$ cat src/rtl/sdcmd_pkg.sv
package sdcmd_pkg;

  localparam int CMD_BITS       = 48;
  localparam int SHORT_RSP_BITS = 48;
  localparam int LONG_RSP_BITS  = 136;
  localparam int SHORT_CRC_HI   = 39;   // last covered bit number, short reply
  localparam int LONG_CRC_LO    = 8;    // first covered bit number, long reply
  localparam int LONG_CRC_HI    = 127;  // last covered bit number, long reply

  typedef enum logic [2:0] {
    ST_IDLE, ST_INIT, ST_TX, ST_WAIT, ST_RX, ST_PUB
  } cmd_st_e;

  // one step of the x^7+x^3+1 shift register
  function automatic logic [6:0] crc7_next(input logic [6:0] c, input logic b);
    logic fb;
    fb = b ^ c[6];
    return {c[5:0], 1'b0} ^ (fb ? 7'h09 : 7'h00);
  endfunction

  function automatic logic [6:0] crc7_of40(input logic [39:0] d);
    logic [6:0] c;
    c = '0;
    for (int i = 39; i >= 0; i--) c = crc7_next(c, d[i]);
    return c;
  endfunction

  function automatic logic [47:0] build_cmd(input logic [5:0] idx, input logic [31:0] arg);
    logic [39:0] head;
    head = {1'b0, 1'b1, idx, arg};
    return {head, crc7_of40(head), 1'b1};
  endfunction

endpackage

$ cat src/rtl/sdcmd_seq.sv
module sdcmd_seq
  import sdcmd_pkg::*;
#(
  parameter int INIT_CYCLES = 80,
  parameter int TMO_W       = 16,
  parameter int CNT_W       = 8
) (
  input  logic             clk,
  input  logic             rst_n,
  input  logic             go_acc,
  input  logic             init_sel,
  input  logic             resp_sel,
  input  logic             long_sel,
  input  logic [TMO_W-1:0] tmo_lim,
  input  logic             cmd_in,
  output cmd_st_e          st,
  output logic [CNT_W-1:0] cnt,
  output logic             ev_tx_last,
  output logic             ev_start,
  output logic             ev_tmo,
  output logic             ev_rx_last
);

  localparam logic [CNT_W-1:0] INIT_LAST  = CNT_W'(INIT_CYCLES - 1);
  localparam logic [CNT_W-1:0] TX_LAST    = CNT_W'(CMD_BITS - 1);
  localparam logic [CNT_W-1:0] SHORT_LAST = CNT_W'(SHORT_RSP_BITS - 1);
  localparam logic [CNT_W-1:0] LONG_LAST  = CNT_W'(LONG_RSP_BITS - 1);

  logic [TMO_W-1:0] wcnt;
  logic [CNT_W-1:0] rx_last_pos;
  logic [TMO_W:0]   wait_seen;

  assign rx_last_pos = long_sel ? LONG_LAST : SHORT_LAST;
  assign wait_seen   = {1'b0, wcnt} + (TMO_W+1)'(1);

  assign ev_tx_last = (st == ST_TX)   && (cnt == TX_LAST);
  assign ev_start   = (st == ST_WAIT) && !cmd_in;
  assign ev_tmo     = (st == ST_WAIT) && cmd_in && (wait_seen >= {1'b0, tmo_lim});
  assign ev_rx_last = (st == ST_RX)   && (cnt == rx_last_pos);

  always_ff @(posedge clk or negedge rst_n) begin
    if (!rst_n) begin
      st   <= ST_IDLE;
      cnt  <= '0;
      wcnt <= '0;
    end else begin
      case (st)
        ST_IDLE: if (go_acc) begin
          st  <= init_sel ? ST_INIT : ST_TX;
          cnt <= '0;
        end
        ST_INIT: if (cnt == INIT_LAST) begin
          st  <= ST_TX;
          cnt <= '0;
        end else cnt <= cnt + CNT_W'(1);
        ST_TX: if (ev_tx_last) begin
          st   <= resp_sel ? ST_WAIT : ST_PUB;
          cnt  <= '0;
          wcnt <= '0;
        end else cnt <= cnt + CNT_W'(1);
        ST_WAIT: if (ev_start) begin
          st  <= ST_RX;
          cnt <= CNT_W'(1);
        end else if (ev_tmo) st <= ST_PUB;
        else wcnt <= wcnt + TMO_W'(1);
        ST_RX: if (ev_rx_last) st <= ST_PUB;
        else cnt <= cnt + CNT_W'(1);
        ST_PUB:  st <= ST_IDLE;
        default: st <= ST_IDLE;
      endcase
    end
  end

endmodule

$ cat src/rtl/sdcmd_rsp_rx.sv
module sdcmd_rsp_rx
  import sdcmd_pkg::*;
#(
  parameter int CNT_W = 8
) (
  input  logic             clk,
  input  logic             rst_n,
  input  logic             clr,
  input  logic             shift_en,
  input  logic             bit_in,
  input  logic [CNT_W-1:0] bit_num,
  input  logic             long_sel,
  output logic [127:0]     frame,
  output logic [6:0]       crc_run
);

  localparam logic [CNT_W-1:0] S_HI = CNT_W'(SHORT_CRC_HI);
  localparam logic [CNT_W-1:0] L_LO = CNT_W'(LONG_CRC_LO);
  localparam logic [CNT_W-1:0] L_HI = CNT_W'(LONG_CRC_HI);

  logic [126:0] sh;
  logic         in_rgn;

  // newest bit joins combinationally so the last cycle sees the whole reply
  assign frame  = {sh, bit_in};
  assign in_rgn = long_sel ? ((bit_num >= L_LO) && (bit_num <= L_HI))
                           : (bit_num <= S_HI);

  always_ff @(posedge clk or negedge rst_n) begin
    if (!rst_n) begin
      sh      <= '0;
      crc_run <= '0;
    end else if (clr) begin
      sh      <= '0;
      crc_run <= '0;
    end else if (shift_en) begin
      sh <= frame[126:0];
      if (in_rgn) crc_run <= crc7_next(crc_run, bit_in);
    end
  end

endmodule

$ cat src/rtl/sdcmd_engine.sv
module sdcmd_engine
  import sdcmd_pkg::*;
#(
  parameter int TMO_W       = 16,
  parameter int INIT_CYCLES = 80
) (
  input  logic             clk,
  input  logic             rst_n,
  input  logic             go,
  input  logic [5:0]       cfg_idx,
  input  logic [31:0]      cfg_arg,
  input  logic             cfg_init,
  input  logic             cfg_resp,
  input  logic             cfg_long,
  input  logic             cfg_chk,
  input  logic [TMO_W-1:0] cfg_tmo,
  input  logic             cmd_in,
  output logic             cmd_out,
  output logic             cmd_oe,
  output logic             busy,
  output logic             done,
  output logic             st_tmo,
  output logic             st_crc_err,
  output logic             st_idx_err,
  output logic [31:0]      rsp0,
  output logic [31:0]      rsp1,
  output logic [31:0]      rsp2,
  output logic [31:0]      rsp3
);

  localparam int MAX_CNT = (INIT_CYCLES > LONG_RSP_BITS) ? INIT_CYCLES : LONG_RSP_BITS;
  localparam int CNT_W   = $clog2(MAX_CNT + 1);

  cmd_st_e          st;
  logic [CNT_W-1:0] cnt;
  logic             go_acc, ev_tx_last, ev_start, ev_tmo, ev_rx_last, rx_shift;
  logic [5:0]       idx_q;
  logic             resp_q, long_q, chk_q;
  logic [TMO_W-1:0] tmo_q;
  logic [47:0]      tx_sh;
  logic [127:0]     rx_frame;
  logic [6:0]       rx_crc;
  logic             crc_bad, idx_bad;

  assign go_acc   = go && (st == ST_IDLE);
  assign rx_shift = ev_start || (st == ST_RX);
  assign crc_bad  = rx_crc != rx_frame[7:1];
  assign idx_bad  = rx_frame[45:40] != idx_q;

  always_ff @(posedge clk or negedge rst_n) begin
    if (!rst_n) begin
      idx_q  <= '0;
      resp_q <= 1'b0;
      long_q <= 1'b0;
      chk_q  <= 1'b0;
      tmo_q  <= '0;
      tx_sh  <= '1;
    end else if (go_acc) begin
      idx_q  <= cfg_idx;
      resp_q <= cfg_resp;
      long_q <= cfg_long;
      chk_q  <= cfg_chk;
      tmo_q  <= cfg_tmo;
      tx_sh  <= build_cmd(cfg_idx, cfg_arg);
    end else if (st == ST_TX) begin
      tx_sh  <= {tx_sh[46:0], 1'b1};
    end
  end

  sdcmd_seq #(.INIT_CYCLES(INIT_CYCLES), .TMO_W(TMO_W), .CNT_W(CNT_W)) u_seq (
    .clk(clk), .rst_n(rst_n), .go_acc(go_acc), .init_sel(cfg_init),
    .resp_sel(resp_q), .long_sel(long_q), .tmo_lim(tmo_q), .cmd_in(cmd_in),
    .st(st), .cnt(cnt), .ev_tx_last(ev_tx_last), .ev_start(ev_start),
    .ev_tmo(ev_tmo), .ev_rx_last(ev_rx_last)
  );

  sdcmd_rsp_rx #(.CNT_W(CNT_W)) u_rx (
    .clk(clk), .rst_n(rst_n), .clr(ev_tx_last), .shift_en(rx_shift),
    .bit_in(cmd_in), .bit_num(cnt), .long_sel(long_q),
    .frame(rx_frame), .crc_run(rx_crc)
  );

  always_comb begin
    cmd_oe  = 1'b0;
    cmd_out = 1'b1;
    case (st)
      ST_INIT: cmd_oe = 1'b1;
      ST_TX: begin
        cmd_oe  = 1'b1;
        cmd_out = tx_sh[47];
      end
      ST_PUB:  cmd_oe = 1'b1;
      default: cmd_oe = 1'b0;
    endcase
  end

  assign busy = st != ST_IDLE;
  assign done = st == ST_PUB;

  always_ff @(posedge clk or negedge rst_n) begin
    if (!rst_n) begin
      st_tmo     <= 1'b0;
      st_crc_err <= 1'b0;
      st_idx_err <= 1'b0;
      rsp0 <= '0;
      rsp1 <= '0;
      rsp2 <= '0;
      rsp3 <= '0;
    end else if (go_acc) begin
      st_tmo     <= 1'b0;
      st_crc_err <= 1'b0;
      st_idx_err <= 1'b0;
    end else begin
      if (ev_tmo) st_tmo <= 1'b1;
      if (ev_rx_last) begin
        st_crc_err <= chk_q && crc_bad;
        st_idx_err <= chk_q && !long_q && idx_bad;
        if (long_q) {rsp3, rsp2, rsp1, rsp0} <= rx_frame;
        else        rsp0 <= rx_frame[39:8];
      end
    end
  end

endmodule

$ cat config.mk
export PLATFORM = sky130hd
export DESIGN_NAME = sdcmd_engine
export DESIGN_NICKNAME = d
export VERILOG_FILES = /design/src/rtl/sdcmd_pkg.sv /design/src/rtl/sdcmd_seq.sv /design/src/rtl/sdcmd_rsp_rx.sv /design/src/rtl/sdcmd_engine.sv
export SDC_FILE = /design/constraint.sdc
export NUM_CORES = 1
export LEC_CHECK = 0
export ABC_CLOCK_PERIOD_IN_PS = 3200
export BUFFER_PORTS_ARGS = -buffer_cell sky130_fd_sc_hd__buf_2
export CAP_MARGIN = 10
export CORE_ASPECT_RATIO = 1.5
export CORE_MARGIN = 2
export CORE_UTILIZATION = 40
export DETAILED_ROUTE_END_ITERATION = 12
export HOLD_SLACK_MARGIN = 0.08
export PLACE_DENSITY_LB_ADDON = 0.12
export SKIP_CTS_REPAIR_TIMING = 1
export SYNTH_ARGS = -nofsm -noshare
export SYNTH_HDL_FRONTEND = slang
export SYNTH_HIERARCHICAL = 1
export SYNTH_SLANG_ARGS = --single-unit
$ cat constraint.sdc
create_clock -name clk -period 3.2 [get_ports clk]
set_input_delay 0.16 -clock clk [delete_from_list [all_inputs] [get_ports clk]]
set_output_delay 0.16 -clock clk [all_outputs]
set_load 0.005 [all_outputs]
==> results.md, run 1 <==
- Outcome: finished clean
- Initial antenna violation count: 2
- Primary FF master, synth: dfrtp_1
- Drt pass-1 iters: 5
- Synth cell count leaders: 317 x dfrtp_1, 191 x nor2_1, 173 x nand2_1
- Core area: between 40000 and 50000 sq um
- Clock slew at reported path FFs: ~0.06 ns
- I/O pin cnt: about 200
- PortBufs: between 150 and 200
- Aggregate global routing overflow: 0
- Synth Cell Area: roughly 17000 sq um
- Largest family of logic cells by synthesized area: multiplexers
- Storage element area: between 9000 and 10000 sq um
- Final hold vios: 0
- H-tree level count: 2
- Mapped Cells: 1458
- Maximum net fanout on the critical path: 8
- WP data required: about 3.6 ns
- Slack of the critical path: 0.117 ns
- Mapped Avg Cell Area: 11.5 sq um
- Drt via density: ~5.0
- EDFF count, synth: 0
- WL final: between 30000 and 40000 um
- Pwr Density: slightly above 500 nW/um^2
- Synth top area share: between 40% and 50%
- Critical Path End Type: flop
- Fin Clk Skew: approximately 0.015 ns
- Post-Synth Simple-Gate Area: between 10% and 20%
- Synth Area in XOR/XNOR: under 10%
- Final min period: 3.08 ns
- Root Driver: clkbuf_16
- Row cnt: slightly above 90
- Sequential share of the synthesized area: a little over half
- Largest net degree at the start of global routing: 90
- Layout cells sized above 1: 26.4%
- Placed Instance Area: roughly 19000 sq um
- DR vias: between 10k and 15k
- Multi-input gate area: approximately 7000 sq um
- Number of global-route vias before repair: approximately 11k
- Fin crit share: between 90% and 100%
- Syn Nets: 1538
- Die area: ~44000 sq um
- Max-cap violations: 0
- Gr usage total: 17.9%
- Worst min-delay path class: in -> reg
- Startpoint Class: flop
- Clock sinks: roughly 360
- Top-count cell post-synth: dfrtp_1
- Worst vdd ir: about 0.4 mV
- Flops & latches, synth: 364
- CTS tree: built
- Initial DRC count: 563
- Post-DRT Antenna Nets: 0
- Ys Warns: 6
- Adder-cell share of the synthesized area: around 1.3%
- Worst setup path class: reg -> reg
- Die height: 255 um
- Fillcell total: roughly 3.8k
- Synth area leaders: dfrtp_1 47%, mux2i_1 10%, dfstp_2 7.4%, mux2_2 4.6%, nor2_1 4.3%
- Post-route cell area: 20600 sq um
- Slew HR: between 30% and 40%
- Die W: 171 um
- Worst-Margin Slew: 0.944 ns
- HPWL after detailed placement: around 26000 um
- Cts bufs inserted: 38
- Fmax: 324 MHz
- First-pass GRT wire length: approximately 62000 um
- Pleak: 11.1 nW
- # DRC: 0
- Total Power: 10.4 mW
- Hold Slack: 0.187 ns
- Placer congestion estimate: between 0.7 and 0.8
- Final Max Slew Viols: 0
- Maximum root-to-sink buffer count: 3
- Mux cell area share after synthesis: between 10% and 20%
- Data arrival, critical path: 3.50 ns
- Synth-to-layout area growth: 22.6%
- Final count of negative-setup-slack endpoints: 0
- Final #Nets: 1801
- DR WL/cell: between 15 and 20 um
- Diode count: 0
- Yosys cell types: 69
- Compound-Gate Fraction of Synth Area: around 6.7%
- Asr flop ratio synth: 100%
- Synth area leader: dfrtp_1
- Initial core utilization: between 40% and 50%
- Worst-Skew Late Latency: between 0.5 and 0.6 ns
- Place WS: -0.000201 ns
[cell families (layout without fill, tap and decap cells)]
group | Yosys count | count (layout)
and+or+nand+nor | 446 | 446
adders and majority gates | 18 | 18
AOI/OAI and AO/OA | 163 | 163
xor gates and xnor gates | 90 | 90
buffers and inverters | 107 | 398
DFF | 364 | 364
muxes | 270 | 270
[power by group]
group,total [mW],switching (mW),internal [mW],leakage [nW]
clock,4.65,1.88,2.77,0.637
sequential,4.68,0.0431,4.64,4.73
combinational,1.02,0.443,0.576,5.74
[metrics by stage]
step	instances	util, %	TNS [ns]
4_1_cts	2242	48.1	-0.0478
5_1_grt	2307	49.9	-0.0235
2_1_floorplan	1458	-	0
3_3_place_gp	2174	45.0	0
3_5_place_dp	2174	45.0	-0.000201
6_report	2307	49.9	0
[flip-flops by register name, summed over array words and instances, names as in the netlist, 3 cells and up]
| register | count |
|---|---|
| u_seq/cnt | 8 |
| u_seq/st | 3 |
| u_seq/wcnt | 16 |
| rsp0 | 32 |
| u_rx/crc_run | 7 |
| rsp1 | 32 |
| u_rx/sh | 127 |
| tmo_q | 16 |
| idx_q | 6 |
| tx_sh | 47 |
| rsp3 | 32 |
| rsp2 | 32 |
[critical path, stage by stage (launching register included)]
cell	delay, ns
dfrtp_1	0.39
and4_4	0.26
and4_4	0.23
buf_4	0.15
xor2_1	0.08
ha_1	0.30
nand2_1	0.05
o21a_1	0.22
a2111oi_4	0.32
a211o_1	0.27
buf_6	0.14
nor2_4	0.05
buf_12	0.17
a221o_1	0.34
[layout by cell type (no fill, tap or decap), drive strengths merged, types with 2 or more instances in the layout]
| master | count |
|---|---|
| nor4 | 5 |
| ha | 18 |
| nor3 | 14 |
| a221oi | 4 |
| nor4bb | 2 |
| xnor2 | 47 |
| nor2b | 4 |
| a221o | 8 |
| o21bai | 3 |
| and2 | 4 |
| nand4 | 4 |
| nand2b | 11 |
| a22o | 5 |
| and3 | 2 |
| o21ai | 25 |
| inv | 22 |
| mux2 | 102 |
| o31ai | 2 |
| clkinvlp | 3 |
| o41ai | 2 |
| clkbuf | 52 |
| bufinv | 5 |
| buf | 247 |
| nand3 | 27 |
| xor2 | 26 |
| a211oi | 3 |
| a22oi | 33 |
| a21oi | 56 |
| mux2i | 168 |
| nor2 | 193 |
| nand2 | 174 |
| dfstp | 47 |
| and4 | 2 |
| xnor3 | 16 |
| dlygate4sd3 | 59 |
| o21a | 3 |
| clkinv | 10 |
| a21o | 10 |
| dfrtp | 317 |
[final cells by class]
cell class                 instances  share of cell area [%]
sequential                       364                    44.6
clock inverter                    17                    1.17
multi-input combinational        987                    35.0
clock buffer                      51                    5.21
timing repair buffer             307                    10.2
inverter                          23                   0.432
tap                              558                    3.39
[per-layer routing]
layer,part of all wire (%),GRT usage [%],up-vias
li1,-,-,5518
met1,42,22.0,5686
met2,51,30.8,238
met3,5.0,4.44,74
met4,2.8,5.93,4
met5,0.068,0,-
[final timing paths]
kind / start / endpoint / slack, ns / cells past startpoint
setup / recovery: u_seq/wcnt[5] / u_seq/wcnt[2] / 0.12 / 13
hold / removal: go / tx_sh[46] / 0.19 / 4
setup reg to reg: u_seq/wcnt[5] / u_seq/wcnt[2] / 0.12 / 13
min in group asynchronous: rst_n / rsp0[19] / 0.26 / 2
hold reg to reg: tx_sh[12] / tx_sh[12] / 0.46 / 2
max in group asynchronous: rst_n / tx_sh[45] / 1.98 / 3
(Power assumes the default switching activity.)
==> inputs of run 2 (changes only) <==
--- a/config.mk
+++ b/config.mk
@@ -8,9 +8,9 @@
 export ABC_CLOCK_PERIOD_IN_PS = 3200
 export BUFFER_PORTS_ARGS = -buffer_cell sky130_fd_sc_hd__buf_2
 export CAP_MARGIN = 10
-export CORE_ASPECT_RATIO = 1.5
-export CORE_MARGIN = 2
+export CORE_MARGIN = 4
 export CORE_UTILIZATION = 40
+export CTS_BUF_LIST = sky130_fd_sc_hd__clkbuf_16
 export DETAILED_ROUTE_END_ITERATION = 12
 export HOLD_SLACK_MARGIN = 0.08
 export PLACE_DENSITY_LB_ADDON = 0.12
==> results.md, run 2 (synthesis gave the netlist of run 1 again) <==
- Outcome: finished clean (unchanged)
- Maximum net fanout on the critical path: 9 (was 8)
- Initial DRC count: 639 (was 563)
- Diode count: 0 (unchanged)
- End-of-flow core utilization: 50.0% (was 49.9%)
- Die height: 213 um (was 255 um)
- Post-route cell area: 20500 sq um (was 20600 sq um)
- Max-cap violations: 0 (unchanged)
- Startpoint Class: flop (unchanged)
- Setup TNS: 0 ns (unchanged)
- Die area: 45300 sq um (was 43600 sq um)
- Top flop regs: u_rx/sh (127), tx_sh (47) (unchanged)
- Row cnt: 74 (was 91)
- Number of global-route vias before repair: 11.6k (was 11.4k)
- RR Startpoint: u_seq/wcnt[2] (was u_seq/wcnt[5])
- Initial core utilization: 40.8% (was 40.7%)
- Seq pwr share: 45.4% (was 45.2%)
- DR vias: 11.5k (about the same)
- Final Max Slew Viols: 0 (unchanged)
- I/O pin cnt: 197 (unchanged)
- Gr usage total: 17.0% (was 17.9%)
- Clock power frac: 44.7% (was 45.0%)
- Final #Nets: 1803 (was 1801)
- Worst-Margin Slew: 1.03 ns (was 0.944 ns)
- Die W: 213 um (was 171 um)
- Slew HR: 31.6% (was 37.1%)
- CTS tree: built (unchanged)
- Synth-to-layout area growth: 22.5% (was 22.6%)
- Placed Instance Area: 18500 sq um (about the same)
- Worst vdd ir: 0.616 mV (was 0.403 mV)
- Layout cells sized above 1: 26.1% (was 26.4%)
- Hold Slack: 0.160 ns (was 0.187 ns)
- Placer congestion estimate: 0.849 (was 0.788)
- Worst Min Path Start: cfg_init (was go)
- Slowest CP cell: dfrtp_1 (unchanged)
- Pleak: 11.1 nW (about the same)
- Post-DRT Antenna Nets: 0 (unchanged)
- Largest net degree at the start of global routing: 74 (was 90)
- Final min period: 3.09 ns (was 3.08 ns)
- Max reg flops: 127 (unchanged)
- Maximum root-to-sink buffer count: 3 (unchanged)
- Commonest non-fill, non-tap cell in the layout: dfrtp_1 (unchanged)
- H-tree level count: 2 (unchanged)
- NetSw: 2.36 mW (was 2.37 mW)
- Fmax: 324 MHz (about the same)
- Clock slew at reported path FFs: 0.06 ns (about the same)
- R2r worst-path depth: 13 (unchanged)
- Int Power: 7.96 mW (was 7.98 mW)
- Gate power share: 9.9% (was 9.8%)
- Fin Clk Skew: 0.0159 ns (was 0.0149 ns)
- Worst-Skew Late Latency: 0.55 ns (was 0.54 ns)
- Commonest non-fill, non-tap cells in the layout: 316 x dfrtp_1, 195 x buf_2, 188 x nor2_1, 172 x nand2_1, 168 x mux2i_1 (unchanged)
- R2r endpoint: u_seq/wcnt[11] (was u_seq/wcnt[2])
- Drt pass-1 iters: 5 (unchanged)
- Critical Path End Type: flop (unchanged)
- Worst setup path class: reg -> reg (unchanged)
- Worst hold stages: 4 (unchanged)
- Data arrival, critical path: 3.52 ns (was 3.50 ns)
- CP most frequent cell: buf_4 (was and4_4)
- Aggregate global routing overflow: 0 (unchanged)
- WP data required: 3.63 ns (was 3.62 ns)
- Drt via density: 5.02 (was 4.99)
- DR WL/cell: 17.1 um (was 17.2 um)
- Worst min-delay path class: in -> reg (unchanged)
- # DRC: 0 (unchanged)
- Largest Register: u_rx/sh (unchanged)
- Switching part of the total: 22.9% (about the same)
- Initial antenna violation count: 0 (was 2)
- PortBufs: 196 (unchanged)
- CP peak stage delay: 0.36 ns (was 0.39 ns)
- Root Driver: clkbuf_16 (unchanged)
- Cts bufs inserted: 41 (was 38)
- HPWL after detailed placement: 26000 um (was 26400 um)
- WL final: 39200 um (was 39700 um)
- First-pass GRT wire length: 62800 um (was 62300 um)
- Total Power: 10.3 mW (was 10.4 mW)
- R2R Setup Slk: 0.11 ns (was 0.12 ns)
- Worst Hold End: u_seq/st[1] (was tx_sh[46])
- Core area: 41100 sq um (was 41200 sq um)
- RSZ-0062 raised after global routing: false
- Pwr Density: 502 nW/um^2 (was 503 nW/um^2)
- Fin crit share: 96.5% (was 96.3%)
- Clock sinks: 364 (unchanged)
- Final hold vios: 0 (unchanged)
- Crit-path cells: and4_4 -> nand4_4 -> buf_4 -> xnor2_1 -> ha_1 -> nand2_1 -> o21a_2 -> a2111oi_4 -> a211o_1 -> buf_12 -> nor2_4 -> buf_4 -> a221o_1 (was and4_4 -> and4_4 -> buf_4 -> xor2_1 -> ha_1 -> nand2_1 -> o21a_1 -> a2111oi_4 -> a211o_1 -> buf_6 -> nor2_4 -> buf_12 -> a221o_1)
- Final count of negative-setup-slack endpoints: 0 (unchanged)
[run 2: cell count changes in the layout (fill, tap and decap cells not counted), sizes merged]
cell / change
clkbuf: -9
clkinv: +8
inv: +7
clkinvlp: -2
bufinv: -1
[run 2: layer usage]
| metal | GRT usage [%] | wire length [um] | vias up | share of wire [%] |
|---|---|---|---|---|
| li1 | - | - | 5534 | - |
| met1 | 23.7 | 18000 | 5662 | 46 |
| met2 | 27.0 | 18400 | 207 | 47 |
| met3 | 3.91 | 1960 | 57 | 5.0 |
| met4 | 4.78 | 817 | 0 | 2.1 |
| met5 | 0 | 0 | - | 0 |
[run 2: metrics by stage]
step / setup WS (ns) / cells
floorplan: 0.0294 / 1458
global placement: 0.0678 / 2146
detailed placement: 0.000669 / 2146
CTS: -0.0475 / 2218
global route: 0.00219 / 2284
finish: 0.112 / 2284
[run 2: worst max-delay path by stage]
| stage | start | to | slack [ns] | depth (start not counted) |
|---|---|---|---|---|
| floorplan | u_seq/wcnt[0] | u_seq/st[0] | 0.03 | 13 |
| global placement | u_seq/wcnt[2] | u_seq/st[0] | 0.07 | 11 |
| detailed placement | u_seq/wcnt[3] | u_seq/st[1] | 0.0007 | 11 |
| CTS | u_seq/wcnt[2] | u_seq/st[1] | -0.05 | 11 |
| global route | u_seq/wcnt[2] | u_seq/st[1] | 0.002 | 13 |
| finish | u_seq/wcnt[2] | u_seq/wcnt[11] | 0.11 | 13 |
[run 2: power by group through the flow]
stage | Clock (mW) | Sequential, mW | Combinational (mW)
final | 4.61 | 4.68 | 1.02
after global placement | 0 | 4.76 | 0.976
after CTS | 4.77 | 4.68 | 0.988
after detailed placement | 0 | 4.76 | 0.985
after floorplan | 0 | 4.75 | 0.709
after global routing | 4.94 | 4.68 | 1.12
[run 2: layout make-up]
| cell class | instances | area (sq um) |
|---|---|---|
| fill | 3760 | 20600 |
| sequential | 364 | 9170 |
| multi-input combinational | 987 | 7210 |
| timing repair buffer | 306 | 2100 |
| clock buffer | 43 | 1080 |
| tap | 532 | 666 |
| clock inverter | 29 | 231 |
| inverter | 23 | 88.8 |
[run 2: worst max-delay path: cells and delay by family, from the launching register on]
family | cells | cell delay, ns
and+or+nand+nor | 4 | 0.47
AOI/OAI and AO/OA | 4 | 1.18
adders and majority gates | 1 | 0.32
DFF | 1 | 0.36
buffers and inverters | 3 | 0.50
xor gates and xnor gates | 1 | 0.13
==> inputs of run 3 (changes only) <==
--- a/config.mk
+++ b/config.mk
@@ -9,7 +9,7 @@
 export BUFFER_PORTS_ARGS = -buffer_cell sky130_fd_sc_hd__buf_2
 export CAP_MARGIN = 10
 export CORE_MARGIN = 4
-export CORE_UTILIZATION = 40
+export CORE_UTILIZATION = 50
 export CTS_BUF_LIST = sky130_fd_sc_hd__clkbuf_16
 export DETAILED_ROUTE_END_ITERATION = 12
 export HOLD_SLACK_MARGIN = 0.08
==> results.md, run 3 (synthesis gave the netlist of run 1 again) <==
- Drt via density: 5.25 (was 5.02)
- Final #Nets: 1798 (was 1803)
- Final min period: 3.09 ns (about the same)
- Drt pass-1 iters: 5 (unchanged)
- DR vias: 11.5k (about the same)
- Clock slew at reported path FFs: 0.06 ns (about the same)
- Critical Path End Type: flop (unchanged)
- Final Max Slew Viols: 0 (unchanged)
- Commonest non-fill, non-tap cells in the layout: 316 x dfrtp_1, 195 x buf_2, 190 x nor2_1, 171 x nand2_1, 168 x mux2i_1 (was 316 x dfrtp_1, 195 x buf_2, 188 x nor2_1, 172 x nand2_1, 168 x mux2i_1)
- Largest Register: u_rx/sh (unchanged)
- Total Power: 9.94 mW (was 10.3 mW)
- Number of global-route vias before repair: 11.5k (was 11.6k)
- Switching part of the total: 23.0% (was 22.9%)
- Row cnt: 66 (was 74)
- R2r endpoint: u_seq/wcnt[8] (was u_seq/wcnt[11])
- Maximum net fanout on the critical path: 15 (was 9)
- Clock sinks: 364 (unchanged)
- Outcome: finished clean (unchanged)
- Fmax: 323 MHz (was 324 MHz)
- DR WL/cell: 16.7 um (was 17.1 um)
- Largest net degree at the start of global routing: 98 (was 74)
- End-of-flow core utilization: 62.0% (was 50.0%)
- Fin crit share: 96.6% (was 96.5%)
- Data arrival, critical path: 3.48 ns (was 3.52 ns)
- Core area: 32800 sq um (was 41100 sq um)
- Worst-Margin Slew: 0.786 ns (was 1.03 ns)
- Gate power share: 10.2% (was 9.9%)
- WL final: 36700 um (was 39200 um)
- Initial core utilization: 51.2% (was 40.8%)
- Slew HR: 47.6% (was 31.6%)
- Top flop regs: u_rx/sh (127), tx_sh (47) (unchanged)
- Clock power frac: 42.8% (was 44.7%)
- HPWL after detailed placement: 24300 um (was 26000 um)
- Worst Min Path Start: cfg_init (unchanged)
- Worst-Skew Late Latency: 0.53 ns (was 0.55 ns)
- Cells after DPL: 2056 (was 2146)
- Setup TNS: 0 ns (unchanged)
- Worst hold stages: 4 (unchanged)
- R2R Setup Slk: 0.11 ns (about the same)
- Pwr Density: 489 nW/um^2 (was 502 nW/um^2)
- Post-route cell area: 20300 sq um (was 20500 sq um)
- R2r worst-path depth: 13 (unchanged)
- Maximum root-to-sink buffer count: 3 (unchanged)
- Slack of the critical path: 0.109 ns (was 0.112 ns)
- RSZ-0062 raised after global routing: false (unchanged)
- I/O pin cnt: 197 (unchanged)
- Startpoint Class: flop (unchanged)
- Die W: 191 um (was 213 um)
- Int Power: 7.65 mW (was 7.96 mW)
- Hold Slack: 0.208 ns (was 0.160 ns)
- Layout cells sized above 1: 26.1% (about the same)
- Worst Hold End: u_seq/st[1] (unchanged)
- Die area: 36500 sq um (was 45300 sq um)
- Root Driver: clkbuf_16 (unchanged)
- Commonest non-fill, non-tap cell in the layout: dfrtp_1 (unchanged)
- Diode count: 0 (unchanged)
- Post-DRT Antenna Nets: 0 (unchanged)
- Gr usage total: 19.7% (was 17.0%)
- CTS tree: built (unchanged)
- Cts bufs inserted: 39 (was 41)
- Synth-to-layout area growth: 21.1% (was 22.5%)
- WP data required: 3.59 ns (was 3.63 ns)
- H-tree level count: 2 (unchanged)
- Worst vdd ir: 0.440 mV (was 0.616 mV)
- Die height: 191 um (was 213 um)
- Fin Clk Skew: 0.0167 ns (was 0.0159 ns)
- Placed Instance Area: 18400 sq um (was 18500 sq um)
- Crit. Startpoint: u_seq/wcnt[5] (was u_seq/wcnt[2])
- Worst setup path class: reg -> reg (unchanged)
- Aggregate global routing overflow: 0 (unchanged)
- First-pass GRT wire length: 59600 um (was 62800 um)
- Place WS: 0.0143 ns (was 0.000669 ns)
- Worst min-delay path class: in -> reg (unchanged)
- NetSw: 2.29 mW (was 2.36 mW)
- Initial DRC count: 658 (was 639)
- Initial antenna violation count: 0 (unchanged)
- PortBufs: 196 (unchanged)
- Final hold vios: 0 (unchanged)
- Max reg flops: 127 (unchanged)
- Seq pwr share: 47.1% (was 45.4%)
- Max-cap violations: 0 (unchanged)
- Fin cells: 2190 (was 2284)
- RR Startpoint: u_seq/wcnt[5] (was u_seq/wcnt[2])
- Pleak: 11.1 nW (about the same)
- Final count of negative-setup-slack endpoints: 0 (unchanged)
- Placer congestion estimate: 0.851 (was 0.849)
- # DRC: 0 (unchanged)
-- run 3: cell count changes in the layout (fill, tap and decap cells not counted), moves of 2 or more --
cell and change:
buf_4 -4, clkbuf_16 -3, clkinv_2 +3, bufinv_16 -2, clkinv_1 -2, clkinvlp_4 +2, nor2_1 +2, nor2_2 -2
xnor2_1 -2, xnor2_2 +2
-- run 3: worst max-delay path by stage --
stage | to | slack (ns) | cells past startpoint
final | u_seq/wcnt[8] | 0.11 | 13
after floorplan | u_seq/st[0] | 0.03 | 13
after detailed placement | u_seq/st[1] | 0.01 | 12
after global routing | u_seq/st[1] | 0.005 | 13
after CTS | u_seq/st[1] | -0.002 | 12
after global placement | u_seq/wcnt[6] | 0.12 | 12
-- run 3: power groups by stage --
stage	Sequential [mW]	Combinational [mW]	Clock [mW]
3_5_place_dp	4.76	0.966	0
6_report	4.68	1.01	4.25
5_1_grt	4.68	1.10	4.60
2_1_floorplan	4.75	0.709	0
3_3_place_gp	4.76	0.967	0
4_1_cts	4.68	0.974	4.39
-- run 3: layout make-up --
type                            count  area (sq um)
Fill cell                        2710         12500
Multi-Input combinational cell    987          7220
Sequential cell                   364          9170
Clock inverter                     31           210
Clock buffer                       40          1000
Inverter                           23          88.8
Tap cell                          442           553
Timing Repair Buffer              303          2080
-- run 3: layer usage --
layer / global-route usage, % / part of all wire (%)
met1: 27.9 / 46
met2: 31.2 / 46
met3: 4.31 / 5.4
met4: 5.03 / 2.2
met5: 0 / 0
-- run 3: worst max-delay path, stage by stage (launching register included) --
cell and delay (ns):
dfrtp_1 0.38, and4_4 0.27, nand4_4 0.12, buf_6 0.17, xnor2_2 0.13, ha_1 0.32
nand2_1 0.06, o21a_2 0.24, a2111oi_4 0.33, a211o_1 0.23, buf_4 0.15, nor2_4 0.05
buf_12 0.14, a221o_1 0.35
